==> src/rtl/dxc_pkg.sv <==
`timescale 1ns/1ps
package dxc_pkg;
  typedef enum logic [1:0] {
    SEL_CNT_LO = 2'd0,
    SEL_CNT_HI = 2'd1,
    SEL_LEN_LO = 2'd2,
    SEL_LEN_HI = 2'd3
  } reg_sel_e;
endpackage

==> src/rtl/dxc_cfg_regs.sv <==
`timescale 1ns/1ps
module dxc_cfg_regs
  import dxc_pkg::*;
#(
  parameter int HALF_W = 8,
  localparam int FULL_W = 2 * HALF_W
) (
  input  logic              clk,
  input  logic              rst_n,
  input  logic              wr_en,
  input  logic [1:0]        wr_sel,
  input  logic [HALF_W-1:0] wr_data,
  input  logic              busy,
  output logic [FULL_W-1:0] count_val,
  output logic [FULL_W-1:0] len_val,
  output logic              len_ok
);
  logic [1:0] seen;

  for (genvar h = 0; h < 2; h++) begin : g_half
    localparam logic [1:0] CSEL = (h == 0) ? 2'(SEL_CNT_LO) : 2'(SEL_CNT_HI);
    localparam logic [1:0] LSEL = (h == 0) ? 2'(SEL_LEN_LO) : 2'(SEL_LEN_HI);
    logic [HALF_W-1:0] cnt_h;
    logic [HALF_W-1:0] len_h;
    logic              len_seen;

    always_ff @(posedge clk or negedge rst_n) begin
      if (!rst_n) begin
        cnt_h    <= '0;
        len_h    <= '0;
        len_seen <= 1'b0;
      end else if (wr_en && !busy) begin
        if (wr_sel == CSEL) cnt_h <= wr_data;
        if (wr_sel == LSEL) begin
          len_h    <= wr_data;
          len_seen <= 1'b1;
        end
      end
    end

    assign count_val[h*HALF_W +: HALF_W] = cnt_h;
    assign len_val[h*HALF_W +: HALF_W]   = len_h;
    assign seen[h]                       = len_seen;
  end

  assign len_ok = &seen;

  // nothing changes while the channel runs
  a_r12_write_block: assert property (@(posedge clk) disable iff (!rst_n)
    busy |=> ($stable(count_val) && $stable(len_val)));
endmodule

==> src/rtl/dxc_main_count.sv <==
`timescale 1ns/1ps
module dxc_main_count #(
  parameter int CNT_W = 16,
  localparam int LW = CNT_W + 1
) (
  input  logic             clk,
  input  logic             rst_n,
  input  logic             load,
  input  logic [CNT_W-1:0] load_val,
  input  logic             byte_stb,
  input  logic             word_stb,
  output logic             active,
  output logic [LW-1:0]    cnt,
  output logic             term_pulse,
  output logic             odd_resid
);
  localparam logic [LW-1:0] FULL = {1'b1, {CNT_W{1'b0}}};

  logic          stb;
  logic [LW-1:0] step;

  assign stb  = byte_stb | word_stb;
  assign step = word_stb ? LW'(2) : LW'(1);

  always_ff @(posedge clk or negedge rst_n) begin
    if (!rst_n) begin
      active     <= 1'b0;
      cnt        <= '0;
      term_pulse <= 1'b0;
      odd_resid  <= 1'b0;
    end else if (load) begin
      active     <= 1'b1;
      cnt        <= (load_val == '0) ? FULL : {1'b0, load_val};
      term_pulse <= 1'b0;
      odd_resid  <= 1'b0;
    end else begin
      term_pulse <= 1'b0;
      if (active && stb) begin
        if (cnt <= step) begin
          cnt        <= '0;
          term_pulse <= 1'b1;
          active     <= 1'b0;
          if (cnt < step) odd_resid <= 1'b1;
        end else begin
          cnt <= cnt - step;
        end
      end
    end
  end

  a_r5_tc_one_cycle: assert property (@(posedge clk) disable iff (!rst_n)
    term_pulse |=> !term_pulse);
  a_r6_idle_hold: assert property (@(posedge clk) disable iff (!rst_n)
    (!active && !load) |=> $stable(cnt));
  a_r3_bounded: assert property (@(posedge clk) disable iff (!rst_n)
    cnt <= FULL);
  a_r2_byte_step: assert property (@(posedge clk) disable iff (!rst_n)
    (active && !load && byte_stb && !word_stb && cnt > LW'(1)) |=> (cnt == $past(cnt) - LW'(1)));
  a_r7_odd_end: assert property (@(posedge clk) disable iff (!rst_n)
    (active && !load && word_stb && cnt == LW'(1)) |=> (odd_resid && term_pulse && cnt == '0));
endmodule

==> src/rtl/dxc_buf_count.sv <==
`timescale 1ns/1ps
module dxc_buf_count #(
  parameter int CNT_W = 16,
  localparam int LW = CNT_W + 1
) (
  input  logic             clk,
  input  logic             rst_n,
  input  logic             enable,
  input  logic             load,
  input  logic [CNT_W-1:0] load_val,
  input  logic             byte_stb,
  input  logic             word_stb,
  output logic [LW-1:0]    left,
  output logic             full_pulse
);
  localparam logic [LW-1:0] FULL = {1'b1, {CNT_W{1'b0}}};

  logic [LW-1:0] step;
  assign step = word_stb ? LW'(2) : LW'(1);

  always_ff @(posedge clk or negedge rst_n) begin
    if (!rst_n) begin
      left       <= '0;
      full_pulse <= 1'b0;
    end else if (load) begin
      left       <= (load_val == '0) ? FULL : {1'b0, load_val};
      full_pulse <= 1'b0;
    end else begin
      full_pulse <= 1'b0;
      if (enable && left != '0 && (byte_stb || word_stb)) begin
        if (left <= step) begin
          left       <= '0;
          full_pulse <= 1'b1;
        end else begin
          left <= left - step;
        end
      end
    end
  end

  a_r11_full_one_cycle: assert property (@(posedge clk) disable iff (!rst_n)
    full_pulse |=> !full_pulse);
  a_r11_hold_empty: assert property (@(posedge clk) disable iff (!rst_n)
    (left == '0 && !load) |=> (left == '0));
endmodule

==> src/rtl/dma_xfer_counter.sv <==
`timescale 1ns/1ps
module dma_xfer_counter #(
  parameter int HALF_W = 8,
  localparam int CNT_W = 2 * HALF_W,
  localparam int LW = CNT_W + 1
) (
  input  logic              clk,
  input  logic              rst_n,
  input  logic              wr_en,
  input  logic [1:0]        wr_sel,
  input  logic [HALF_W-1:0] wr_data,
  input  logic              chain_mode,
  input  logic              rx_dir,
  input  logic              word_bus,
  input  logic              start,
  input  logic              buf_start,
  input  logic              byte_done,
  input  logic              word_done,
  output logic              active,
  output logic [LW-1:0]     remaining,
  output logic [LW-1:0]     buf_left,
  output logic              term_cnt,
  output logic              buf_full,
  output logic              cfg_err,
  output logic              odd_resid
);
  logic [CNT_W-1:0] count_val;
  logic [CNT_W-1:0] len_val;
  logic             len_ok;
  logic             chain_rx;
  logic             setup_bad;
  logic             try_start;
  logic             go;
  logic             chain_rx_q;
  logic             buf_load;

  assign chain_rx  = chain_mode & rx_dir;
  assign setup_bad = chain_rx && (!len_ok || (word_bus && len_val == CNT_W'(1)));
  assign try_start = start && !active;
  assign go        = try_start && !setup_bad;
  assign buf_load  = (go && chain_rx) || (buf_start && active && chain_rx_q);

  always_ff @(posedge clk or negedge rst_n) begin
    if (!rst_n) begin
      cfg_err    <= 1'b0;
      chain_rx_q <= 1'b0;
    end else if (try_start) begin
      cfg_err <= setup_bad;
      if (!setup_bad) chain_rx_q <= chain_rx;
    end
  end

  dxc_cfg_regs #(.HALF_W(HALF_W)) u_regs (
    .clk       (clk),
    .rst_n     (rst_n),
    .wr_en     (wr_en),
    .wr_sel    (wr_sel),
    .wr_data   (wr_data),
    .busy      (active),
    .count_val (count_val),
    .len_val   (len_val),
    .len_ok    (len_ok)
  );

  dxc_main_count #(.CNT_W(CNT_W)) u_main (
    .clk        (clk),
    .rst_n      (rst_n),
    .load       (go),
    .load_val   (count_val),
    .byte_stb   (byte_done),
    .word_stb   (word_done),
    .active     (active),
    .cnt        (remaining),
    .term_pulse (term_cnt),
    .odd_resid  (odd_resid)
  );

  dxc_buf_count #(.CNT_W(CNT_W)) u_buf (
    .clk        (clk),
    .rst_n      (rst_n),
    .enable     (active && chain_rx_q),
    .load       (buf_load),
    .load_val   (len_val),
    .byte_stb   (byte_done),
    .word_stb   (word_done),
    .left       (buf_left),
    .full_pulse (buf_full)
  );

  a_r9_refuse: assert property (@(posedge clk) disable iff (!rst_n)
    (try_start && setup_bad) |=> (!active && cfg_err));
  a_r8_no_buf_full: assert property (@(posedge clk) disable iff (!rst_n)
    (active && !chain_rx_q) |=> !buf_full);
endmodule

==> config.mk <==
export PLATFORM = sky130hd
export DESIGN_NAME = dma_xfer_counter
export DESIGN_NICKNAME = d
export VERILOG_FILES = /design/src/rtl/dxc_pkg.sv /design/src/rtl/dxc_cfg_regs.sv /design/src/rtl/dxc_main_count.sv /design/src/rtl/dxc_buf_count.sv /design/src/rtl/dma_xfer_counter.sv
export SDC_FILE = /design/constraint.sdc
export NUM_CORES = 1
export LEC_CHECK = 0
export BUFFER_PORTS_ARGS = -buffer_cell sky130_fd_sc_hd__buf_2
export CAP_MARGIN = 20
export CORE_ASPECT_RATIO = 1.75
export CORE_MARGIN = 3
export CORE_UTILIZATION = 44
export CTS_CLUSTER_SIZE = 8
export DETAILED_ROUTE_END_ITERATION = 8
export GPL_ROUTABILITY_DRIVEN = 0
export SLEW_MARGIN = 25
export SYNTH_ARGS = -nofsm -noshare
export SYNTH_HDL_FRONTEND = slang
export SYNTH_SLANG_ARGS = --single-unit
==> constraint.sdc <==
create_clock -name clk -period 2.65 [get_ports clk]
set_input_delay 0.265 -clock clk [delete_from_list [all_inputs] [get_ports clk]]
set_output_delay 0.265 -clock clk [all_outputs]
set_load 0.02 [all_outputs]
==> results.cfg <==
[run_status]
status = finished with violations
violations = DRC, hold timing

[cts]
cts_setup_buffers = 0
ctsHtreeMaxLevel = 3
cts_sinks = 74
cts.clk_slew.worst_paths_ns = 0.06
cts_tree = yes
clk_latency_ns = 0.33
clock_path_buffers = 2
cts_made_buffers = 9
cts_root_buffer = clkbuf_16

[synth]
synthTopCellsByCount = dfrtp_1, nand2_1, nor2_1
ys_seq_elements = 74
synthesis.nets = 421
synthesis.area_mm2 = 0.00394
async_flop_share = 1.00
synth-seq-area-share = 0.470
synthCells = 395
syn_area_per_cell_um2 = 9.97
synth_largest_area_cell = dfrtp_1
synth_cell_types = 62
synth_flop_cell = dfrtp_1
synth.most_common_cell = dfrtp_1
synth-edff-count = 0
synthTopCellsByArea = dfrtp_1, mux2_2, nand2_1, a21oi_1, nor2_1
ys_warn_count = 0
synth_top_area_share = 0.470

[placement]
placed_cells = 576
dpl-instance-area_mm2 = 0.00448
port-buffer-count = 58
place_hpwl_um = 8650

[pwr]
vdd_drop_max_mv = 0.722
p_leak_nw = 2.15
power_mw = 6.07
pwr_density_cell_mw_per_mm2 = 1260

[finish]
drive_above_1_share = 0.303
design_area_mm2 = 0.00481
stdcell_count = 592
multi_input_comb_area_mm2 = 0.00200
insertedDiodeCount = 0
register_area_mm2 = 0.00185
nNetsFinal = 496
syn_to_final_growth_pct = 22.1
fill_cells = 841

[sta]
rsz0062_at_grt = no
hold-worst-slack_ns = -0.0440
max_freq_mhz = 406
skew_ns = 0.00552
finalCritPeriodShare = 0.929
setup_violations = 0
finalMaxSlewViolations = 0
finalHoldViolations = 74
slew_headroom = 0.541
fin_crit_ns = 2.46
max_slew.worst_pin.slew_ns = 0.689
tns_ns = 0

[worst_setup_path]
path_cells = or3_4, nor4b_4, nand2_2, o31ai_2, a21oi_1, o32ai_1
crit_family = simple AND/OR/NAND/NOR gates
arrival_ns = 2.69
path_buf_inv = 0
required_ns = 2.88
critPathKind = reg2reg
end_kind = flop
cp-start-kind = flop
slowest_delay_ns = 0.54
cp_max_fo = 6
reg2reg_slack_ns = 0.19
critPathSlowestCell = nor4b_4

[drt]
drc_errors = 1
vias = 3550
ant_nets = 0
initialDrtViolationCount = 241
drt-wirelength-per-cell_um = 19.6
vias_per_cell = 6.00
wl_um = 11600
first_pass_iters = 7

[flow_run]
drv_cap = 0

[grt]
grt_pass1_vias = 3569
global_route.overflow_total = 0
grt_pass1_wl_um = 18700
grt_util_all_layers = 0.237
grt_max_degree = 75
antenna_found_initial = 0

[hold_path]
hold_path_class = in2async

[floorplanning]
die_h_um = 131
initial_utilization = 0.454
pin_count = 59
coreArea_mm2 = 0.00867
dieWidth_um = 77.5
die_area_mm2 = 0.0102
rows = 45
[layout by cell type, fill, tap and decap left out, types with 4 or more instances in the layout]
cell       instances
nor3_1            18
nor4_1            12
nand2_1           38
a21o_1             7
o22ai_1            4
clkinv_2           4
inv_1              9
clkbuf_16          9
a31oi_1            5
nand3_1            7
a311oi_1           6
mux2_2            29
nor2b_1            5
o21ai_1           16
nand4_1            5
and3_1             4
nor2_1            31
a21oi_1           25
ha_1               4
a32oi_1            5
buf_4             21
o21ai_0           13
dfrtp_1           74
nand2b_1           4
buf_2             57
[registers in the layout, summed over array words and instances, names as in the netlist]
register,flops
u_buf.full_pulse,1
u_main.term_pulse,1
u_regs.g_half.len_seen,2
u_regs.g_half.len_h,16
u_main.active,1
u_main.odd_resid,1
chain_rx_q,1
u_main.cnt,17
cfg_err,1
u_buf.left,17
u_regs.g_half.cnt_h,16
[kinds of logic (layout without fill, tap and decap cells)]
| kind of cell | Yosys count | count (layout) | synth area share |
|---|---|---|---|
| compound gates | 113 | 113 | 0.196 |
| fa+ha+maj | 6 | 6 | 0.0229 |
| buf+inv | 24 | 104 | 0.0242 |
| flops | 74 | 74 | 0.470 |
| mux | 30 | 30 | 0.0855 |
| simple gates | 148 | 148 | 0.201 |
[worst reg2reg max path: cells and delay by family, from the launching register on]
kind	cells	cell delay [ns]
and+or+nand+nor	3	1.16
AOI/OAI and AO/OA	3	0.77
DFF	1	0.43
[final cells by class]
type,count,share of cell area
Multi-Input combinational cell,297,0.416
Sequential cell,74,0.385
Timing Repair Buffer,79,0.0945
Clock buffer,10,0.0497
Tap cell,117,0.0305
Clock inverter,6,0.0167
Inverter,9,0.00703
[report_power, final]
| part | switching [mW] | leakage, nW | total, mW | internal (mW) |
|---|---|---|---|---|
| Clock | 0.464 | 0.162 | 1.31 | 0.843 |
| Sequential | 0.565 | 0.924 | 2.21 | 1.65 |
| Combinational | 1.48 | 1.07 | 2.55 | 1.07 |
[worst paths after layout]
kind | startpoint | end | depth (start not counted)
worst min-delay path | rst_n | u_regs.g_half[1].len_seen | 1
worst max register to register | u_buf.left[12] | u_buf.left[16] | 6
min in group clk | wr_data[6] | u_regs.g_half[0].cnt_h[6] | 3
max in group asynchronous | rst_n | u_regs.g_half[1].cnt_h[6] | 1
worst min register to register | u_regs.g_half[0].len_seen | u_regs.g_half[0].len_seen | 1
worst max-delay path | u_buf.left[12] | u_buf.left[16] | 6
[layer usage]
metal  track usage  vias up  part of all wire
met5             0        -                 0
met4         0.138        0             0.043
met3        0.0288       35             0.038
met2         0.431      109              0.56
met1         0.258     1760              0.36
li1              -     1646                 -
[through the flow]
step                utilization  setup WS, ns  hold slack (ns)
finish                    0.554         0.188          -0.0440
global route              0.554        0.0552           0.0106
CTS                       0.553         0.199            0.119
detailed placement        0.516        0.0621            0.453
global placement          0.516         0.129            0.454
floorplan                     -         0.218          -0.0306
[what timing repair did]
action | in CTS | in global routing
hold buffers | 0 | 0
resized for setup | 0 | 1
endpoints found under the setup margin | 0 | 2
hold endpoints to repair | 0 | 0
(Power assumes the default switching activity.)
